`config.mk`:
```
export PLATFORM = sky130hd
export DESIGN_NAME = dma_hier_seq
export DESIGN_NICKNAME = d
export VERILOG_FILES = /design/src/rtl/hseq_pkg.sv /design/src/rtl/hseq_cfg_check.sv /design/src/rtl/hseq_level_ctr.sv /design/src/rtl/hseq_irq_status.sv /design/src/rtl/dma_hier_seq.sv
export SDC_FILE = /design/constraint.sdc
export NUM_CORES = 1
export LEC_CHECK = 0
export ABC_CLOCK_PERIOD_IN_PS = 3840
export BUFFER_PORTS_ARGS = -buffer_cell sky130_fd_sc_hd__buf_2
export CAP_MARGIN = 20
export CORE_AREA = 5 5 92 94
export DETAILED_ROUTE_END_ITERATION = 10
export DIE_AREA = 0 0 97 99
export MAX_ROUTING_LAYER = met4
export SETUP_SLACK_MARGIN = 0.2
export SLEW_MARGIN = 20
export SYNTH_ARGS = -nofsm -noshare
export SYNTH_HDL_FRONTEND = slang
export SYNTH_SLANG_ARGS = --single-unit
```
`constraint.sdc`:
```
create_clock -name clk -period 3.84 [get_ports clk]
set_input_delay 0.384 -clock clk [delete_from_list [all_inputs] [get_ports clk]]
set_output_delay 0.384 -clock clk [all_outputs]
set_load 0.05 [all_outputs]
```
`src/rtl/hseq_pkg.sv`:
```
package hseq_pkg;

    typedef enum logic [1:0] {
        RQ_FRAG  = 2'd0,
        RQ_BLK   = 2'd1,
        RQ_TRANS = 2'd2,
        RQ_LIST  = 2'd3
    } req_mode_e;

    typedef enum logic [1:0] {
        CH_IDLE = 2'd0,
        CH_WAIT = 2'd1,
        CH_RUN  = 2'd2
    } ch_state_e;

    localparam int EVT_W = 5;

    typedef struct packed {
        logic cfgerr;
        logic list;
        logic trans;
        logic blk;
        logic frag;
    } evt_t;

    function automatic evt_t irq_mask(input logic [3:0] sel);
        evt_t m;
        m = '0;
        case (sel)
            4'd1: m.frag = 1'b1;
            4'd2: m.blk = 1'b1;
            4'd3: begin m.blk = 1'b1; m.frag = 1'b1; end
            4'd4: m.trans = 1'b1;
            4'd5: begin m.trans = 1'b1; m.frag = 1'b1; end
            4'd6: begin m.trans = 1'b1; m.blk = 1'b1; end
            4'd7: m.list = 1'b1;
            4'd8: m.cfgerr = 1'b1;
            default: m = '0;
        endcase
        return m;
    endfunction

endpackage

```
`src/rtl/hseq_cfg_check.sv`:
```
module hseq_cfg_check
    import hseq_pkg::*;
#(
    parameter int LEN_W  = 8,
    parameter int FCNT_W = 6,
    parameter int BCNT_W = 6
) (
    input  logic [LEN_W-1:0]  len_i,
    input  logic [FCNT_W-1:0] fcnt_i,
    input  logic [BCNT_W-1:0] bcnt_i,
    input  logic [3:0]        sel_i,
    output logic              cfg_ok_o,
    output evt_t              mask_o
);
    always_comb begin
        cfg_ok_o = (len_i != '0) && (fcnt_i != '0) && (bcnt_i != '0);
        mask_o   = irq_mask(sel_i);
    end
endmodule

```
`src/rtl/hseq_level_ctr.sv`:
```
module hseq_level_ctr #(
    parameter int W = 8
) (
    input  logic         clk,
    input  logic         rst,
    input  logic         clr_i,
    input  logic         step_i,
    input  logic [W-1:0] limit_i,
    output logic         last_o
);
    logic [W-1:0] cnt_q;

    assign last_o = (cnt_q == limit_i - 1'b1);

    always_ff @(posedge clk) begin
        if (rst || clr_i) begin
            cnt_q <= '0;
        end else if (step_i) begin
            cnt_q <= last_o ? '0 : cnt_q + 1'b1;
        end
    end
endmodule

```
`src/rtl/hseq_irq_status.sv`:
```
module hseq_irq_status
    import hseq_pkg::*;
(
    input  logic             clk,
    input  logic             rst,
    input  evt_t             set_i,
    input  logic             clr_we_i,
    input  logic [EVT_W-1:0] clr_mask_i,
    input  evt_t             mask_i,
    output logic [EVT_W-1:0] stat_o,
    output logic             irq_o
);
    logic [EVT_W-1:0] set_vec;
    logic [EVT_W-1:0] en_vec;

    assign set_vec = set_i;
    assign en_vec  = mask_i;

    for (genvar i = 0; i < EVT_W; i++) begin : g_bit
        always_ff @(posedge clk) begin
            if (rst) begin
                stat_o[i] <= 1'b0;
            end else if (set_vec[i]) begin
                stat_o[i] <= 1'b1;
            end else if (clr_we_i && clr_mask_i[i]) begin
                stat_o[i] <= 1'b0;
            end
        end
    end

    assign irq_o = |(stat_o & en_vec);
endmodule

```
`src/rtl/dma_hier_seq.sv`:
```
module dma_hier_seq
    import hseq_pkg::*;
#(
    parameter int LEN_W  = 8,
    parameter int FCNT_W = 6,
    parameter int BCNT_W = 6
) (
    input  logic              clk,
    input  logic              rst,
    input  logic [LEN_W-1:0]  cfg_frag_len_i,
    input  logic [FCNT_W-1:0] cfg_frag_cnt_i,
    input  logic [BCNT_W-1:0] cfg_blk_cnt_i,
    input  logic [1:0]        cfg_req_mode_i,
    input  logic [3:0]        cfg_int_type_i,
    input  logic              start_i,
    input  logic              hw_req_i,
    input  logic              beat_done_i,
    input  logic              clr_we_i,
    input  logic [4:0]        clr_mask_i,
    output logic              beat_en_o,
    output logic              frag_done_o,
    output logic              blk_done_o,
    output logic              trans_done_o,
    output logic              list_done_o,
    output logic [4:0]        int_stat_o,
    output logic              irq_o
);
    ch_state_e         state_q, state_d;
    logic [LEN_W-1:0]  len_q;
    logic [FCNT_W-1:0] fcnt_q;
    logic [BCNT_W-1:0] bcnt_q;
    req_mode_e         mode_q;
    logic [3:0]        sel_q;

    logic cfg_ok;
    evt_t irq_en;
    evt_t unused_mask;
    logic unused_ok;
    evt_t evt_d;
    logic [3:0] pulse_q;

    logic start_take, start_ok, beat_step, quantum_end;
    logic beat_last, frag_last, blk_last;

    // validation of the live inputs at start
    hseq_cfg_check #(.LEN_W(LEN_W), .FCNT_W(FCNT_W), .BCNT_W(BCNT_W)) u_chk_in (
        .len_i   (cfg_frag_len_i),
        .fcnt_i  (cfg_frag_cnt_i),
        .bcnt_i  (cfg_blk_cnt_i),
        .sel_i   (cfg_int_type_i),
        .cfg_ok_o(cfg_ok),
        .mask_o  (unused_mask)
    );

    // interrupt enable decode of the latched selection
    hseq_cfg_check #(.LEN_W(LEN_W), .FCNT_W(FCNT_W), .BCNT_W(BCNT_W)) u_chk_q (
        .len_i   (len_q),
        .fcnt_i  (fcnt_q),
        .bcnt_i  (bcnt_q),
        .sel_i   (sel_q),
        .cfg_ok_o(unused_ok),
        .mask_o  (irq_en)
    );

    assign start_take = start_i && (state_q == CH_IDLE);
    assign start_ok   = start_take && cfg_ok;
    assign beat_step  = (state_q == CH_RUN) && beat_done_i;

    always_ff @(posedge clk) begin
        if (rst) begin
            len_q  <= '0;
            fcnt_q <= '0;
            bcnt_q <= '0;
            mode_q <= RQ_FRAG;
            sel_q  <= '0;
        end else if (start_take) begin
            sel_q <= cfg_int_type_i;
            if (cfg_ok) begin
                len_q  <= cfg_frag_len_i;
                fcnt_q <= cfg_frag_cnt_i;
                bcnt_q <= cfg_blk_cnt_i;
                mode_q <= req_mode_e'(cfg_req_mode_i);
            end
        end
    end

    hseq_level_ctr #(.W(LEN_W)) u_beat_ctr (
        .clk(clk), .rst(rst), .clr_i(start_ok),
        .step_i(beat_step), .limit_i(len_q), .last_o(beat_last)
    );

    hseq_level_ctr #(.W(FCNT_W)) u_frag_ctr (
        .clk(clk), .rst(rst), .clr_i(start_ok),
        .step_i(evt_d.frag), .limit_i(fcnt_q), .last_o(frag_last)
    );

    hseq_level_ctr #(.W(BCNT_W)) u_blk_ctr (
        .clk(clk), .rst(rst), .clr_i(start_ok),
        .step_i(evt_d.blk), .limit_i(bcnt_q), .last_o(blk_last)
    );

    always_comb begin
        evt_d.frag   = beat_step && beat_last;
        evt_d.blk    = evt_d.frag && frag_last;
        evt_d.trans  = evt_d.blk && blk_last;
        evt_d.list   = evt_d.trans && (mode_q == RQ_LIST);
        evt_d.cfgerr = start_take && !cfg_ok;
        quantum_end  = evt_d.frag && ((mode_q == RQ_FRAG) ||
                       ((mode_q == RQ_BLK) && evt_d.blk) || evt_d.trans);
    end

    always_comb begin
        state_d = state_q;
        case (state_q)
            CH_IDLE: if (start_ok) state_d = CH_WAIT;
            CH_WAIT: if (hw_req_i) state_d = CH_RUN;
            CH_RUN: begin
                if (evt_d.trans)      state_d = CH_IDLE;
                else if (quantum_end) state_d = CH_WAIT;
            end
            default: state_d = CH_IDLE;
        endcase
    end

    always_ff @(posedge clk) begin
        if (rst) begin
            state_q <= CH_IDLE;
            pulse_q <= '0;
        end else begin
            state_q <= state_d;
            pulse_q <= {evt_d.list, evt_d.trans, evt_d.blk, evt_d.frag};
        end
    end

    hseq_irq_status u_stat (
        .clk       (clk),
        .rst       (rst),
        .set_i     (evt_d),
        .clr_we_i  (clr_we_i),
        .clr_mask_i(clr_mask_i),
        .mask_i    (irq_en),
        .stat_o    (int_stat_o),
        .irq_o     (irq_o)
    );

    assign beat_en_o    = (state_q == CH_RUN);
    assign frag_done_o  = pulse_q[0];
    assign blk_done_o   = pulse_q[1];
    assign trans_done_o = pulse_q[2];
    assign list_done_o  = pulse_q[3];

    logic unused_sink;
    assign unused_sink = ^{unused_mask, unused_ok};
endmodule

```
[After elaboration in Yosys (flattened, before gate mapping)]
Index checks and enable logic that the tools add are counted.
Widths: inputs -> output; s select.
Cells by class
  $add $sub $neg: 6
  $mul: 0
  divide/modulo/power cells: 0
  order comparisons: 0
  eq/ne operators: 18
  shift operators: 0
  muxes and demuxes: 23
  bitwise operators: 1
  reduce and logical (&&, ||, !) cells: 37
Operator list (count)
  $logic_and 1x1->1: 17
  $eq 4x3->1 const B: 4
  $mux 1: 15
  $add 6x1->6 const B: 2
  $eq 6x6->1: 2
  $mux 6: 2
  $reduce_bool 6->1: 2
  $sub 6x1->6 const B: 2
  $reduce_bool 2->1: 5
  $reduce_or 3->1: 3
  $add 8x1->8 const B: 1
  $eq 4x2->1 const B: 2
  $eq 8x8->1: 1
  $mux 2: 4
  $mux 8: 1
  $reduce_bool 8->1: 1
  $sub 8x1->8 const B: 1
  $pmux 2 s3: 1
  $and 5x5->5: 1
  $reduce_or 5->1: 1
  $eq 2x1->1 const B: 2
  $eq 2x2->1 const B: 2
  $eq 4x1->1 const B: 1
  $eq 4x4->1 const B: 1
  other kinds (8): 11
Storage, ports and cells
  register bits: 57
  bits in latches: 0
  RAM bits: 0
  memory bits (read-only): 0
  output and inout port bits: 11
  memories: 0

[Logic depth before layout (Yosys ltp)]
  depth after elaboration: 11
  gate-level depth with buffers: 11

[Modules after synthesis]
Synthesis repeated with hierarchy kept, for this count alone.
Unflattened totals
  cells, all modules: 376
  area, all modules: 3191.8 µm²
Modules (own cells, without submodules)
  dma_hier_seq: instances 1, cells each 139, area an instance 1268.7 µm², sequential area each 640.6 µm²
  hseq_level_ctr (u_blk_ctr ...): instances 2, cells each 55, area an instance 441.7 µm², sequential area each 120.1 µm²
  hseq_level_ctr (u_beat_ctr): instances 1, cells each 77, area an instance 643.1 µm², sequential area each 160.2 µm²
  hseq_irq_status: instances 1, cells each 18, area an instance 209.0 µm², sequential area each 100.1 µm²
  hseq_cfg_check: instances 2, cells each 16, area an instance 93.8 µm², sequential area each 0.0 µm²

[Worst setup path after synthesis]
OpenSTA, ideal clock, no wires.
  path type: register -> register
  start point: reg len_q[0]
  end point: reg u_stat.stat_o[3]
  setup time: 70 ps
  arrival: 2315 ps
  data required time: 3770 ps
  slack: 1455 ps
  cell stages (with the launch flop): 10
  period minus slack after synthesis: 2385 ps
  cells stage by stage: dfxtp_1 > inv_1 > ha_1 > nand2b_1 > o211a_1 > o31a_1 > or4_1 > buf_2 > or4_1 > a21oi_1
On the way
  longest elaborated chain between the ends: 7
  elaborated cells on any way between the ends: 8
Ends and longest elaborated chain
  start, declared: RTL line dma_hier_seq.sv:29  | logic [LEN_W-1:0] len_q;
  start signal, assigned: RTL line dma_hier_seq.sv:79  | len_q <= cfg_frag_len_i;
  $sub 8x1->8 (*): RTL line hseq_level_ctr.sv:13  | assign last_o = (cnt_q == limit_i - 1'b1);
  $eq 8x8->1 (*): RTL line hseq_level_ctr.sv:13
  $logic_and 1x1->1 (*): RTL line dma_hier_seq.sv:103  | evt_d.frag = beat_step && beat_last;
  $logic_and 1x1->1 (*): RTL line dma_hier_seq.sv:104  | evt_d.blk = evt_d.frag && frag_last;
  $logic_and 1x1->1 (*): RTL line dma_hier_seq.sv:105  | evt_d.trans = evt_d.blk && blk_last;
  $logic_and 1x1->1 (*): RTL line dma_hier_seq.sv:106  | evt_d.list = evt_d.trans && (mode_q == RQ_LIST);
  $mux 1 or $reduce_bool 2->1 (tied branches)
  end signal, assigned by index: RTL line hseq_irq_status.sv:22  | stat_o[i] <= 1'b0;
  end signal, assigned by index: RTL line hseq_irq_status.sv:24  | stat_o[i] <= 1'b1;
  end signal, assigned by index: RTL line hseq_irq_status.sv:26  | stat_o[i] <= 1'b0;
  end, declared: RTL line hseq_irq_status.sv:10  | output logic [EVT_W-1:0] stat_o,
Mark *: on every way between the ends. The rest lies on a longest branch, timed or not.
A chain may end at the register's enable or synchronous reset.

[Worst setup path after layout]
Ends and elaborated chain as after synthesis.

==> flow_summary.toml <==
[run_status]
status = "complete, no violations"

[detailed_routing]
wl_per_cell_microns = 13.9
vias = 2632
firstDrtPassIters = 4
viasPerCell = 5.23
routed_wl_microns = 6980
drc = 0
ant_nets = 0
first_iter_violations = 190

[timing]
whs_ns = 0.270
finalMaxSlewViolations = 0
max_freq_mhz = 343
fin_crit_sh_pct = 75.9
finalSetupViolations = 0
final.setup_skew_ns = 0.00387
hold_viol_final = 0
worst_pin_slew_ns = 0.775
rsz0062_at_grt = "no"
tns_ns = 0
slew_headroom_pct = 48.3
min_period_ns = 2.92

[global_route]
grt_overflow = 0
grt_pass1_vias = 2547
antenna_found_initial = 0
grt_max_degree = 39
grt_pass1_wl_microns = 12000
grt.total_usage_pct = 15.8

[layout]
antenna_cells = 0
drive_gt1_share_pct = 17.7
postLayoutCellArea_sq_um = 3460
postLayoutCoreUtil_pct = 45.7
layout_common_cells = "dfxtp_1 (57), buf_2 (47), nor2_1 (46)"
fin_nets = 439
syn2layout_area_growth_pct = 18.7
mostFrequentLayoutCell = "dfxtp_1"
instances_no_fill = 503

[cts]
cts.htree.levels = 3
ctsHoldBuffers = 0
cts_buffers = 9
ctsLongestPathBuffers = 2
path_clk_slew_ns = 0.07
post-cts-setup-buffers = 0
cts_root_buf = "clkbuf_8"
postCtsResizedCells = 0
insertion_delay_ns = 0.34
cts_sinks = 57
cts_tree = "built"

[worst_setup_path]
path_cells = "inv_1 -> ha_1 -> nand2b_1 -> o211a_1 -> o31a_1 -> or4_1 -> or4_1 -> a21oi_1"
cp.required_ns = 4.11
critPathKind = "flip-flop to flip-flop"
path_max_fanout = 25
critPathMostFrequentCell = "or4_1"
crit_arrival_ns = 3.18
reg2reg_depth = 8
start_kind = "flip-flop"
cp-end-kind = "flip-flop"
crit_slowest_cell = "or4_1"
slowest_delay_ns = 0.78

[placement]
io_buffer_count = 47
gp_congestion = 0.855
dpl.cell_count = 487
place_hpwl_microns = 5150
post_dp_cell_area_sq_um = 3250

[die]
row_count = 32
pin_count = 48
die_h_microns = 99
die_x_microns = 97
die_area_sq_um = 9600
coreArea_sq_um = 7570
start_util_pct = 38.5

[logic_synthesis]
synth_edf_count = 0
syn_avg_cell_area_sq_um = 8.42
ys.flop_type = "dfxtp_1"
syn_area_sq_um = 2910
ys_seq_area_share_pct = 39.2
syn-num-nets = 389
synth_cell_types = 48
yosys_register_bits = 57
synth_cells = 346
async_flop_share_pct = 0
yosysWarnings = 0

[power_and_ir_drop]
peakVddDrop_uv = 282
powerDensity_nw_per_um2 = 435
power.static_leakage_nw = 1.49

[min_path]
hp-class = "input pin to flip-flop"
min_delay_path_depth = 3

[flow_run]
drv_cap = 0
-- metrics by stage --
step	setup WS [ns]	power [mW]
after floorplan	1.45	0.839
after global placement	1.06	0.903
after detailed placement	0.960	0.909
after CTS	0.939	1.51
after global routing	0.735	1.58
final	0.925	1.50
-- cell families (layout without fill, tap and decap cells) --
| group | Yosys count | count (layout) | share of synthesized area [%] |
|---|---|---|---|
| multiplexers | 24 | 24 | 8.29 |
| AND/OR/NAND/NOR | 147 | 147 | 24.4 |
| flip-flops | 57 | 57 | 39.2 |
| buffers and inverters | 22 | 77 | 3.22 |
| AO/OA/AOI/OAI | 60 | 60 | 13.3 |
| adder cells (fa/ha/maj) | 6 | 6 | 2.58 |
| XOR/XNOR | 30 | 30 | 9.02 |
-- report_power, final --
group          total [mW]  internal [mW]  switching (mW)
sequential          0.655          0.620          0.0348
clock               0.608          0.359           0.249
combinational       0.240          0.111           0.129
total                1.50           1.09           0.413
-- critical path: cells and delay by family (launching register included) --
| kind | cells | cell delay (ns) |
|---|---|---|
| adder cells (fa/ha/maj) | 1 | 0.25 |
| AO/OA/AOI/OAI | 3 | 0.52 |
| buffers and inverters | 1 | 0.07 |
| AND/OR/NAND/NOR | 3 | 1.59 |
| flip-flops | 1 | 0.40 |
-- flip-flops by register name, indices dropped and copies added, names as in the netlist --
signal	cells
len_q	8
fcnt_q	6
mode_q	2
u_beat_ctr.cnt_q	8
sel_q	4
u_frag_ctr.cnt_q	6
u_stat.stat_o	5
u_blk_ctr.cnt_q	6
state_q	2
pulse_q	4
bcnt_q	6
-- final cells by class --
class | count | area, sq um
Fill cell | 748 | 4110
Multi-Input combinational cell | 267 | 1680
Sequential cell | 57 | 1140
Timing Repair Buffer | 51 | 265
Tap cell | 102 | 128
Clock buffer | 9 | 124
Clock inverter | 7 | 85.1
Inverter | 10 | 37.5
-- synth_stat cells (all sizes together), types with 3 or more instances --
cell,instances,area share [%]
nand2,36,4.6
nor2,46,5.9
nand3,12,2.1
or3,4,0.86
o31ai,4,1.0
xnor2,12,3.6
nor4,6,1.3
or4,5,1.3
nor3,11,1.9
dfxtp,57,39
o21ai,8,1.4
nand2b,4,0.86
buf,5,1.0
clkbuf,7,0.90
mux2i,23,7.9
and3,3,0.64
xor2,18,5.4
a21oi,25,4.3
inv,10,1.3
o211a,3,1.0
ha,6,2.6
nand4,9,1.9
-- final timing paths --
check | start | end | slack, ns
worst min register to register | u_stat.stat_o[1] | u_stat.stat_o[1] | 0.48
worst max register to register | len_q[0] | u_stat.stat_o[3] | 0.92
worst max-delay path | len_q[0] | u_stat.stat_o[3] | 0.92
worst min-delay path | cfg_int_type_i[0] | sel_q[0] | 0.27
-- metal layers --
layer | up-vias | part of all wire [%] | GRT usage, %
li1 | 1333 | - | -
met1 | 1223 | 48 | 19.7
met2 | 63 | 46 | 24.6
met3 | 13 | 3.8 | 2.97
met4 | 0 | 2.2 | 7.45
met5 | - | 0 | -
No activity file was read; power rests on OpenSTA's default activity.
